===== src/rtl/dref_pkg.sv =====
package dref_pkg;
  typedef enum logic [2:0] {
    PH_PAUSE,
    PH_LEAD,
    PH_OVERLAP,
    PH_ROWHOLD,
    PH_PRECH,
    PH_IDLE
  } dref_phase_e;
endpackage


===== src/rtl/dref_interval_timer.sv =====
module dref_interval_timer #(
  parameter int unsigned PERIOD = 1560
) (
  input  logic clk,
  input  logic rst_n,
  input  logic en,
  output logic tick_o
);
  localparam int CW = $clog2(PERIOD + 1);
  localparam logic [CW-1:0] LAST = CW'(PERIOD - 1);

  logic [CW-1:0] cnt;

  assign tick_o = en && (cnt == LAST);

  always_ff @(posedge clk) begin
    if (!rst_n || !en) cnt <= '0;
    else if (tick_o)   cnt <= '0;
    else               cnt <= cnt + CW'(1);
  end
endmodule


===== src/rtl/dref_owed_ctr.sv =====
module dref_owed_ctr #(
  parameter int unsigned OWED_MAX = 8
) (
  input  logic clk,
  input  logic rst_n,
  input  logic inc,
  input  logic dec,
  output logic owed_nz_o
);
  localparam int W = $clog2(OWED_MAX + 1);
  localparam logic [W-1:0] TOP = W'(OWED_MAX);

  logic [W-1:0] owed;

  assign owed_nz_o = (owed != '0);

  always_ff @(posedge clk) begin
    if (!rst_n) owed <= '0;
    else if (inc && !dec && owed != TOP) owed <= owed + W'(1);
    else if (dec && !inc && owed != '0)  owed <= owed - W'(1);
  end
endmodule


===== src/rtl/dref_cycle_seq.sv =====
module dref_cycle_seq
  import dref_pkg::*;
#(
  parameter int unsigned PAUSE_CYC   = 20000,
  parameter int unsigned INIT_CYCLES = 8,
  parameter int unsigned CSR_CYC     = 1,
  parameter int unsigned CHR_CYC     = 1,
  parameter int unsigned RAS_CYC     = 6,
  parameter int unsigned RP_CYC      = 5
) (
  input  logic clk,
  input  logic rst_n,
  input  logic owed_nz,
  input  logic gnt,
  output logic ready_o,
  output logic step_done_o,
  output logic busy_o,
  output logic row_lo_o,
  output logic col_lo_o
);
  localparam int unsigned SPAN = PAUSE_CYC + CSR_CYC + RAS_CYC + RP_CYC + 1;
  localparam int CW = $clog2(SPAN + 1);
  localparam int IW = $clog2(INIT_CYCLES + 1);

  dref_phase_e   phase;
  logic [CW-1:0] cnt;
  logic [CW-1:0] len;
  logic [IW-1:0] init_left;
  logic          ready_q;
  logic          last;

  always_comb begin
    case (phase)
      PH_PAUSE:   len = CW'(PAUSE_CYC);
      PH_LEAD:    len = CW'(CSR_CYC);
      PH_OVERLAP: len = CW'(CHR_CYC);
      PH_ROWHOLD: len = CW'(RAS_CYC - CHR_CYC);
      PH_PRECH:   len = CW'(RP_CYC);
      default:    len = CW'(1);
    endcase
  end

  assign last = (cnt == len - CW'(1));

  always_ff @(posedge clk) begin
    if (!rst_n) begin
      phase     <= PH_PAUSE;
      cnt       <= '0;
      init_left <= IW'(INIT_CYCLES);
      ready_q   <= 1'b0;
    end else if (phase == PH_IDLE) begin
      cnt <= '0;
      if (owed_nz && gnt) phase <= PH_LEAD;
    end else if (!last) begin
      cnt <= cnt + CW'(1);
    end else begin
      cnt <= '0;
      case (phase)
        PH_PAUSE:   phase <= PH_LEAD;
        PH_LEAD:    phase <= PH_OVERLAP;
        PH_OVERLAP: phase <= PH_ROWHOLD;
        PH_ROWHOLD: begin
          phase <= PH_PRECH;
          if (!ready_q) init_left <= init_left - IW'(1);
        end
        PH_PRECH: begin
          if (!ready_q) begin
            if (init_left == '0) begin
              phase   <= PH_IDLE;
              ready_q <= 1'b1;
            end else begin
              phase <= PH_LEAD;
            end
          end else if (owed_nz && gnt) begin
            phase <= PH_LEAD;
          end else begin
            phase <= PH_IDLE;
          end
        end
        default: phase <= PH_IDLE;
      endcase
    end
  end

  assign ready_o     = ready_q;
  assign step_done_o = (phase == PH_ROWHOLD) && last && ready_q;
  assign busy_o      = (phase == PH_LEAD) || (phase == PH_OVERLAP) ||
                       (phase == PH_ROWHOLD) || (phase == PH_PRECH);
  assign row_lo_o    = (phase == PH_OVERLAP) || (phase == PH_ROWHOLD);
  assign col_lo_o    = (phase == PH_LEAD) || (phase == PH_OVERLAP);
endmodule


===== src/rtl/dram_refresh_ctrl.sv =====
module dram_refresh_ctrl #(
  parameter int unsigned RANKS       = 2,
  parameter int unsigned PAUSE_CYC   = 20000,
  parameter int unsigned INIT_CYCLES = 8,
  parameter int unsigned REFI_CYC    = 1560,
  parameter int unsigned OWED_MAX    = 8,
  parameter int unsigned CSR_CYC     = 1,
  parameter int unsigned CHR_CYC     = 1,
  parameter int unsigned RAS_CYC     = 6,
  parameter int unsigned RP_CYC      = 5
) (
  input  logic             clk,
  input  logic             rst_n,
  input  logic             ref_gnt,
  output logic             ref_req,
  output logic             init_done,
  output logic [RANKS-1:0] ras_n,
  output logic [RANKS-1:0] cas_n,
  output logic             we_n
);
  logic ready;
  logic tick;
  logic step_done;
  logic owed_nz;
  logic busy;
  logic row_lo;
  logic col_lo;

  dref_interval_timer #(.PERIOD(REFI_CYC)) u_timer (
    .clk    (clk),
    .rst_n  (rst_n),
    .en     (ready),
    .tick_o (tick)
  );

  dref_owed_ctr #(.OWED_MAX(OWED_MAX)) u_owed (
    .clk       (clk),
    .rst_n     (rst_n),
    .inc       (tick),
    .dec       (step_done),
    .owed_nz_o (owed_nz)
  );

  dref_cycle_seq #(
    .PAUSE_CYC   (PAUSE_CYC),
    .INIT_CYCLES (INIT_CYCLES),
    .CSR_CYC     (CSR_CYC),
    .CHR_CYC     (CHR_CYC),
    .RAS_CYC     (RAS_CYC),
    .RP_CYC      (RP_CYC)
  ) u_seq (
    .clk         (clk),
    .rst_n       (rst_n),
    .owed_nz     (owed_nz),
    .gnt         (ref_gnt),
    .ready_o     (ready),
    .step_done_o (step_done),
    .busy_o      (busy),
    .row_lo_o    (row_lo),
    .col_lo_o    (col_lo)
  );

  assign ref_req   = ready && (owed_nz || busy);
  assign init_done = ready;
  assign we_n      = 1'b1;

  for (genvar g = 0; g < RANKS; g++) begin : g_rank
    always_ff @(posedge clk) begin
      if (!rst_n) begin
        ras_n[g] <= 1'b1;
        cas_n[g] <= 1'b1;
      end else begin
        ras_n[g] <= !row_lo;
        cas_n[g] <= !col_lo;
      end
    end
  end
endmodule


===== config.mk =====
export PLATFORM = sky130hd
export DESIGN_NAME = dram_refresh_ctrl
export DESIGN_NICKNAME = d
export VERILOG_FILES = /design/src/rtl/dref_pkg.sv /design/src/rtl/dref_interval_timer.sv /design/src/rtl/dref_owed_ctr.sv /design/src/rtl/dref_cycle_seq.sv /design/src/rtl/dram_refresh_ctrl.sv
export SDC_FILE = /design/constraint.sdc
export NUM_CORES = 1
export LEC_CHECK = 0
export BUFFER_PORTS_ARGS = -buffer_cell sky130_fd_sc_hd__buf_2
export CAP_MARGIN = 20
export CORE_MARGIN = 3
export CORE_UTILIZATION = 39
export CTS_CLUSTER_DIAMETER = 50
export DETAILED_ROUTE_END_ITERATION = 8
export GPL_ROUTABILITY_DRIVEN = 1
export PLACE_DENSITY = 0.62
export SETUP_SLACK_MARGIN = 0.5
export SLEW_MARGIN = 20
export SYNTH_ARGS = -nofsm -noshare
export SYNTH_HDL_FRONTEND = slang
export SYNTH_HIERARCHICAL = 1
export SYNTH_SLANG_ARGS = --single-unit

===== constraint.sdc =====
create_clock -name clk -period 2.8 [get_ports clk]
set_input_delay 0.14 -clock clk [delete_from_list [all_inputs] [get_ports clk]]
set_output_delay 0.14 -clock clk [all_outputs]
set_load 0.005 [all_outputs]

==> results of run 1 <==
-- worst max-delay path by stage --
| stage | end | cells after the start | slack [ns] |
|---|---|---|---|
| finish | u_owed/owed[3] | 12 | -0.07 |
| global route | u_owed/owed[3] | 12 | -0.21 |
| CTS | u_owed/owed[3] | 12 | -0.06 |
| detailed placement | u_owed/owed[3] | 12 | -0.14 |
| global placement | u_owed/owed[3] | 12 | -0.007 |
| floorplan | u_owed/owed[3] | 12 | -0.13 |
-- cell type report --
type                       count  area (µm²)
clock inverter                 2        10.0
sequential                    40         803
tap                           70        87.6
fill                         496        2580
inverter                      10        37.5
timing repair buffer          42         295
multi-input combinational    186        1310
clock buffer                   6        82.6
-- cells by family (layout without fill, tap and decap cells) --
group,Yosys count,count (layout)
buf+inv,20,60
fa+ha+maj,7,7
simple gates,112,112
mux,3,3
flops,40,40
other cells,1,1
xor+xnor,22,22
compound gates,41,41
-- registers in the layout (all words and copies together), names as in the netlist --
register and count:
ras_n 1, u_owed/owed 4, cas_n 1, u_timer/cnt 11, u_seq/cnt 15, u_seq/phase 3, u_seq/ready_o 1, u_seq/init_left 4
-- cells in the final DEF, fill, tap and decap left out, types with 6 or more instances in the layout --
| cell | count |
|---|---|
| xnor2_1 | 9 |
| a21oi_1 | 11 |
| o21ai_0 | 8 |
| nand4_1 | 6 |
| buf_4 | 34 |
| nand2_1 | 16 |
| nand3_1 | 19 |
| inv_1 | 10 |
| nor2_1 | 31 |
| dfxtp_1 | 38 |
| buf_2 | 8 |
| xor2_1 | 12 |
| clkbuf_8 | 6 |
-- worst reg2reg max path: cells and delay by family (launching register included) --
| family | cells | cell delay, ns |
|---|---|---|
| simple gates | 6 | 1.27 |
| compound gates | 4 | 0.66 |
| fa+ha+maj | 1 | 0.19 |
| flops | 1 | 0.32 |
| mux | 1 | 0.32 |
-- power by group through the flow --
stage          Clock, mW  Combinational [mW]  Sequential, mW
5_1_grt            0.439              0.0449           0.575
3_5_place_dp           0              0.0398           0.588
3_3_place_gp           0              0.0399           0.588
2_1_floorplan          0              0.0236           0.589
4_1_cts            0.407              0.0403           0.574
6_report           0.387              0.0399           0.575
-- repair_timing --
item / in CTS / in global routing
gates resized for setup: 7 / 1
endpoints found under the hold margin: 0 / 0
setup buffers: 6 / 2
setup endpoints to repair: 4 / 4
pin swaps: 4 / 1
-- cell usage after synthesis, types with 4 or more instances --
cell type / number / area share, %
buf_4: 6 / 2.1
and4_1: 4 / 1.6
inv_1: 10 / 1.7
xor2_1: 12 / 4.9
nand2_1: 18 / 3.1
nand3_1: 19 / 4.4
nand4_1: 6 / 1.7
a21oi_1: 13 / 3.0
o21ai_0: 8 / 1.9
nor2_1: 31 / 5.4
dfxtp_1: 40 / 37
or3_1: 4 / 1.2
xnor2_1: 10 / 4.1
ha_1: 6 / 3.5
-- routing by layer --
metal	vias to the layer above	GRT usage, %
li1	941	-
met1	847	19.8
met2	34	24.0
met3	8	3.59
met4	0	4.90
met5	-	0
==> run_results.csv, run 1 <==
group,metric,value,unit
outcome,status,"finished, violations left",
outcome,violations,"negative setup slack",
power_and_ir_drop,seqPwrFrac,57.4,%
synthesis,postSynthAreaPerCell,8.73,µm²
synthesis,synth_edf_count,0,
grt,track_usage,15.0,%
synthesis,async_flop_share,0,%
synthesis,synth-compound-area-share,13.3,%
timing,setup_tns,-0.0664,ns
placed_design,hpwl,3150,µm
power_and_ir_drop,p_sw_share,21.4,%
grt,antenna_found_initial,0,
synthesis,ys.flop_type,"dfxtp_1",
synthesis,synth_cells,246,
synthesis,synth_cell_types,53,
routing,drc_errors,0,
setup_path,r2r_cells,12,
setup_path,worstSetupPathType,"reg -> reg",
setup_path,r2r_setup_slack,-0.07,ns
timing,period_share,102,%
finish,finalNetCount,295,
die,dieWidth,80.2,µm
routing,num_vias,1830,
setup_path,crit_buf_inv,0,
routing,wl,4280,µm
power_and_ir_drop,leakagePower,0.994,nW
worst_hold_path,hold_class,"in -> reg",
finish,post-route-util,50.5,%
power_and_ir_drop,peakVddDrop,0.194,mV
clock_network,root_buffer,"clkbuf_8",
setup_path,critPathArrivalTime,3.05,ns
power_and_ir_drop,p_comb_share,4.0,%
routing,wl_per_cell,12.0,µm
timing,worstMarginPinSlew,0.541,ns
grt,grt_max_degree,15,
synthesis,yosysSeqAreaShare,37.3,%
timing,fin_crit,2.87,ns
placed_design,port_buffers,8,
synthesis,muxShareOfSynthArea,1.98,%
timing,skew,0.00832,ns
power_and_ir_drop,power_density,381,mW/mm²
synthesis,synth-simple-area-share,28.2,%
clock_network,holdBufCountCts,0,
routing,met1Wirelength,2030,µm
setup_path,critPathMaxFanout,2,
clock_network,cts_buffers,5,
finish,drive_gt1_share,25.2,%
routing,met3_length,178,µm
synthesis,synth_nets,256,
clock_network,cts_tree,"done",
synthesis,synth_xor_xnor_area_share,8.97,%
clock_network,clk_pin_slew_worst_paths,0.08,ns
routing,routed.top_layer,"met4",
placed_design,dpl_worst_slack,-0.139,ns
die,io_pins,10,
die,initial_core_util,41.3,%
placed_design,place_congestion,0.803,
grt,grt_pass1_wl,7710,µm
setup_path,critPathSlowestCell,"or4_4",
worst_hold_path,hold_end,"cas_n[0]",
power_and_ir_drop,p_sw,0.215,mW
timing,setup_viol,1,
power_and_ir_drop,clkPwrFrac,38.6,%
synthesis,synth-adder-area-share,4.43,%
routing,wl_met2,2020,µm
power_and_ir_drop,p_total,1.00,mW
synthesis,synth-warning-count,6,
setup_path,required,2.98,ns
die,fp.dieH,80.2,µm
timing,hold_violations,0,
worst_hold_path,min_path_cells,2,
clock_network,cts_max_path_buffers,2,
worst_hold_path,hp-start,"rst_n",
setup_path,critPathTopFamily,"simple AND/OR/NAND/NOR gates",
synthesis,synth_top_family_by_area,"simple AND/OR/NAND/NOR gates",
setup_path,startpoint_type,"register",
setup_path,end_kind,"register",
finish,antennaDiodeCount,0,
power_and_ir_drop,p_int,0.786,mW
die,coreArea,0.00520,mm²
timing,max_slew_margin,63.9,%
clock_network,cts.sinks,40,
setup_path,r2r_start,"u_seq/cnt[1]",
die,dieArea,0.00644,mm²
setup_path,startpoint,"u_seq/cnt[1]",
timing,rsz0062_at_grt,"true",
synthesis,syn_area,0.00215,mm²
timing,final_max_slew_viol_count,0,
clock_network,htreeDepth,2,
flow_run,cap_violations,0,
timing,fmax,0.349,GHz
finish,fin_cells,356,
grt,grt_overflow,0,
routing,drt_iter0_markers,130,
routing,avgViaCountPerCell,5.14,
routing,ant_nets,0,
die,num_rows,26,
routing,drtPass1Iterations,5,
finish,area_growth,22.2,%
grt,grt_pass1_vias,1736,
setup_path,cpPeakStageDelay,0.53,ns
placed_design,placed_area,0.00243,mm²
setup_path,crit_chain,"or4_4 -> a211o_1 -> o211ai_4 -> nand2_2 -> nor3_4 -> and2b_2 -> nand2_4 -> ha_4 -> a21o_1 -> a21oi_2 -> mux4_2 -> and2_1",
placed_design,place_inst,340,
timing,whs,0.156,ns
finish,design_area,0.00263,mm²
clock_network,clock_latency,0.29,ns
timing,worst_slack,-0.0664,ns
synthesis,ys_seq_elements,40,
setup_path,timing.rr.end,"u_owed/owed[3]",
Power figures use the tool's default switching activity.
==> inputs of run 2 (changes only) <==
--- a/config.mk
+++ b/config.mk
@@ -5,15 +5,17 @@
 export SDC_FILE = /design/constraint.sdc
 export NUM_CORES = 1
 export LEC_CHECK = 0
-export BUFFER_PORTS_ARGS = -buffer_cell sky130_fd_sc_hd__buf_2
 export CAP_MARGIN = 20
 export CORE_MARGIN = 3
 export CORE_UTILIZATION = 39
 export CTS_CLUSTER_DIAMETER = 50
 export DETAILED_ROUTE_END_ITERATION = 8
+export DONT_BUFFER_PORTS = 1
 export GPL_ROUTABILITY_DRIVEN = 1
-export PLACE_DENSITY = 0.62
+export PLACE_DENSITY = 0.6
 export SETUP_SLACK_MARGIN = 0.5
+export SKIP_CTS_REPAIR_TIMING = 1
+export SKIP_LAST_GASP = 1
 export SLEW_MARGIN = 20
 export SYNTH_ARGS = -nofsm -noshare
 export SYNTH_HDL_FRONTEND = slang
==> run_results.csv, run 2 (synthesis gave the netlist of run 1 again) <==
group,metric,value,unit
die,num_rows,26,
routing,wl_per_cell,12.5,µm
finish,reg_top3,"u_seq/cnt (15), u_timer/cnt (11)",
timing,max_slew_margin,64.3,%
timing,rsz0062_at_grt,"true",
routing,avgViaCountPerCell,5.18,
clock_network,htreeDepth,2,
finish,largest_register_ffs,15,
power_and_ir_drop,peakVddDrop,0.204,mV
setup_path,r2r_cells,12,
routing,drtPass1Iterations,4,
placed_design,dpl_worst_slack,-0.0576,ns
timing,final_max_slew_viol_count,0,
setup_path,critPathArrivalTime,3.01,ns
clock_network,cts_max_path_buffers,2,
finish,layout_common_cells,"38 x dfxtp_1, 31 x nor2_1, 28 x buf_4",
die,dieWidth,80.2,µm
worst_hold_path,hold_class,"in -> reg",
setup_path,crit_cells,12,
outcome,status,"finished, violations left",
setup_path,r2r_setup_slack,-0.03,ns
setup_path,worstSetupPathType,"reg -> reg",
timing,period_share,101,%
timing,fin_crit,2.83,ns
setup_path,critPathSlowestCell,"or4_4",
timing,fmax,0.354,GHz
grt,grt_overflow,0,
die,io_pins,10,
power_and_ir_drop,seqPwrFrac,57.3,%
routing,wl,4310,µm
clock_network,clock_latency,0.29,ns
placed_design,placed_area,0.00239,mm²
timing,worstMarginPinSlew,0.535,ns
setup_path,end_kind,"register",
clock_network,cts.sinks,40,
placed_design,port_buffers,0,
placed_design,place_inst,332,
flow_run,cap_violations,0,
die,fp.dieH,80.2,µm
finish,final_common_cell,"dfxtp_1",
setup_path,critPathTopFamily,"simple AND/OR/NAND/NOR gates",
setup_path,crit_chain,"or4_4 -> a211o_1 -> o211ai_4 -> nand2_2 -> nor3_4 -> and2b_2 -> nand2_4 -> ha_4 -> a21o_1 -> a21oi_2 -> mux4_2 -> and2_1",
setup_path,cpPeakStageDelay,0.53,ns
outcome,violations,"negative setup slack",
finish,finalNetCount,283,
clock_network,cts_buffers,5,
die,initial_core_util,41.3,%
finish,fin_cells,344,
setup_path,critPathMaxFanout,2,
routing,drt_iter0_markers,93,
timing,hold_violations,0,
grt,grt_pass1_vias,1639,
grt,track_usage,14.1,%
clock_network,root_buffer,"clkbuf_8",
finish,antennaDiodeCount,0,
routing,num_vias,1781,
routing,drc_errors,0,
power_and_ir_drop,leakagePower,0.941,nW
power_and_ir_drop,p_int,0.791,mW
timing,setup_viol,1,
power_and_ir_drop,p_total,1.00,mW
grt,grt_max_degree,15,
finish,regMostFlops,"u_seq/cnt",
power_and_ir_drop,p_comb_share,3.8,%
timing,worst_slack,-0.0265,ns
setup_path,r2r_start,"u_seq/cnt[1]",
die,coreArea,0.00520,mm²
setup_path,timing.rr.end,"u_owed/owed[3]",
finish,drive_gt1_share,20.4,%
finish,area_growth,18.8,%
setup_path,startpoint_type,"register",
grt,antenna_found_initial,0,
setup_path,endpoint,"u_owed/owed[3]",
setup_path,required,2.98,ns
die,dieArea,0.00644,mm²
clock_network,clk_pin_slew_worst_paths,0.08,ns
setup_path,startpoint,"u_seq/cnt[1]",
power_and_ir_drop,clkPwrFrac,38.9,%
placed_design,place_congestion,0.807,
placed_design,hpwl,3080,µm
power_and_ir_drop,p_sw,0.212,mW
setup_path,crit_buf_inv,0,
timing,skew,0.00688,ns
routing,ant_nets,0,
power_and_ir_drop,p_sw_share,21.1,%
clock_network,cts_tree,"done",
power_and_ir_drop,power_density,393,mW/mm²
grt,grt_pass1_wl,7180,µm
finish,design_area,0.00255,mm²
## run 2: changes by cell type in the layout (fill, tap and decap cells not counted)
cell,change
clkinv_2,-2
xnor2_2,-1
buf_6,+1
buf_2,-8
xnor2_1,+1
buf_4,-6
dlygate4sd3_1,+1
clkbuf_1,+2
## run 2: power groups by stage
stage                     clock [mW]  combinational, mW  sequential (mW)
after CTS                      0.406             0.0358            0.575
after floorplan                    0             0.0236            0.589
after global placement             0             0.0355            0.588
after global routing           0.427             0.0424            0.575
final                          0.390             0.0382            0.575
after detailed placement           0             0.0355            0.588
## run 2: how the worst min path moves through the flow
stage / endpoint / startpoint / cells after the start / slack (ns)
2_1_floorplan: cas_n[0] / rst_n / 1 / 0.21
3_3_place_gp: ras_n[0] / rst_n / 1 / 0.21
3_5_place_dp: ras_n[0] / rst_n / 1 / 0.21
4_1_cts: ras_n[0] / rst_n / 1 / -0.09
5_1_grt: u_seq/init_left[0] / rst_n / 2 / 0.02
6_report: u_seq/init_left[0] / rst_n / 2 / 0.004
## run 2: per-stage QoR
stage	hold WS [ns]	TNS, ns	utilization, %
floorplan	0.209	-0.126	-
detailed placement	0.214	-0.0576	45.9
global route	0.0161	-0.203	49.0
CTS	-0.0928	-0.0706	47.6
global placement	0.213	-0.0154	45.9
finish	0.00414	-0.0265	49.0
## run 2: routing by layer
layer | global-route usage [%] | vias up | part of all wire (%)
met5 | 0 | - | 0
met4 | 6.59 | 0 | 1.9
met3 | 2.69 | 7 | 3.9
met2 | 22.0 | 35 | 45
met1 | 18.5 | 820 | 49
li1 | - | 919 | -
## run 2: layout make-up
type	count	area, µm²
timing repair buffer	30	231
clock buffer	8	90.1
multi-input combinational	186	1300
fill	496	2650
sequential	40	803
inverter	10	37.5
tap	70	87.6
==> inputs of run 3 (changes only) <==
--- a/config.mk
+++ b/config.mk
@@ -6,7 +6,7 @@
 export NUM_CORES = 1
 export LEC_CHECK = 0
 export CAP_MARGIN = 20
-export CORE_MARGIN = 3
+export CORE_MARGIN = 5
 export CORE_UTILIZATION = 39
 export CTS_CLUSTER_DIAMETER = 50
 export DETAILED_ROUTE_END_ITERATION = 8
==> run_results.csv, run 3 (synthesis gave the netlist of run 1 again) <==
group,metric,value,unit
outcome,status,"finished, violations left",
outcome,violations,"negative hold slack, negative setup slack",
timing,skew,0.00473,ns
flow_run,cap_violations,0,
setup_path,required,2.99,ns
grt,grt_max_degree,15,
grt,grt_overflow,0,
grt,grt_pass1_wl,7270,µm
routing,drc_errors,0,
routing,avgViaCountPerCell,5.17,
finish,largest_register_ffs,15,
setup_path,critPathArrivalTime,3.01,ns
timing,setup_viol,1,
finish,final_common_cell,"dfxtp_1",
clock_network,cts_buffers,5,
finish,drive_gt1_share,22.7,%
clock_network,htreeDepth,2,
worst_hold_path,hp-start,"rst_n",
finish,area_growth,20.9,%
setup_path,r2r_start,"u_seq/cnt[11]",
placed_design,place_congestion,0.758,
clock_network,root_buffer,"clkbuf_8",
power_and_ir_drop,peakVddDrop,0.150,mV
timing,fmax,0.354,GHz
routing,wl_per_cell,12.2,µm
setup_path,end_kind,"register",
placed_design,placed_area,0.00240,mm²
worst_hold_path,hold_class,"in -> reg",
timing,max_slew_margin,64.1,%
timing,worstMarginPinSlew,0.538,ns
setup_path,startpoint,"u_seq/cnt[11]",
finish,finalNetCount,286,
finish,post-route-util,47.8,%
routing,wl,4260,µm
timing,final_max_slew_viol_count,0,
clock_network,cts.sinks,40,
clock_network,clock_latency,0.29,ns
finish,antennaDiodeCount,0,
finish,regMostFlops,"u_seq/cnt",
die,dieWidth,84.2,µm
setup_path,startpoint_type,"register",
die,io_pins,10,
clock_network,cts_tree,"done",
finish,reg_top3,"u_seq/cnt (15), u_timer/cnt (11)",
clock_network,cts_max_path_buffers,2,
placed_design,hpwl,3090,µm
timing,rsz0062_at_grt,"true",
setup_path,worstSetupPathType,"reg -> reg",
finish,design_area,0.00260,mm²
routing,drt_iter0_markers,105,
timing,whs,-0.0649,ns
grt,track_usage,12.3,%
timing,hold_violations,3,
die,num_rows,27,
timing,period_share,101,%
die,dieArea,0.00709,mm²
routing,drtPass1Iterations,4,
clock_network,clk_pin_slew_worst_paths,0.07,ns
placed_design,place_inst,335,
power_and_ir_drop,leakagePower,0.955,nW
placed_design,port_buffers,0,
timing,worst_slack,-0.0241,ns
die,coreArea,0.00544,mm²
die,fp.dieH,84.2,µm
grt,antenna_found_initial,0,
die,initial_core_util,39.5,%
power_and_ir_drop,power_density,386,mW/mm²
routing,ant_nets,0,
routing,num_vias,1805,
finish,layout_common_cells,"37 x dfxtp_1, 31 x nor2_1, 30 x buf_4",
power_and_ir_drop,p_total,1.00,mW
placed_design,dpl_worst_slack,-0.0815,ns
timing,setup_tns,-0.0241,ns
grt,grt_pass1_vias,1632,
setup_path,critPathMaxFanout,2,
finish,fin_cells,349,
timing,fin_crit,2.82,ns
run 3: worst max-delay path: stages (launching register included):
cell	delay (ns)
dfxtp_2	0.32
or4_4	0.52
mux2i_2	0.19
and4_4	0.27
nand2_4	0.06
nor3_4	0.12
and2b_2	0.27
nand2_4	0.07
ha_4	0.19
a21o_1	0.16
a21oi_2	0.12
mux4_2	0.29
and2_1	0.14
run 3: final cells by class:
| cell class | instances | area, µm² |
|---|---|---|
| fillers | 517 | 2840 |
| multi-input cells | 186 | 1320 |
| flip-flops and latches | 40 | 805 |
| repair buffers | 33 | 256 |
| clock buffers | 8 | 90.1 |
| well taps | 72 | 90.1 |
| inverters | 10 | 37.5 |
run 3: power breakdown:
| part | switching (mW) | internal [mW] |
|---|---|---|
| logic | 0.0190 | 0.0165 |
| clock network | 0.191 | 0.201 |
| registers | 0.00181 | 0.573 |
| total | 0.212 | 0.790 |
run 3: path summary, 6_finish.rpt:
check | endpoint | slack, ns | cells past startpoint
setup / recovery | u_owed/owed[3] | -0.02 | 12
hold / removal | u_seq/init_left[3] | -0.06 | 1
setup reg to reg | u_owed/owed[3] | -0.02 | 12
hold reg to reg | u_timer/cnt[0] | 0.45 | 1
run 3: per-layer routing:
metal  track usage [%]  vias to the layer above  share of wire, %
met5                 0                        -                 0
met4              4.39                        0               1.4
met3              3.34                        6               4.2
met2              19.0                       30                46
met1              16.5                      844                48
li1                  -                      925                 -
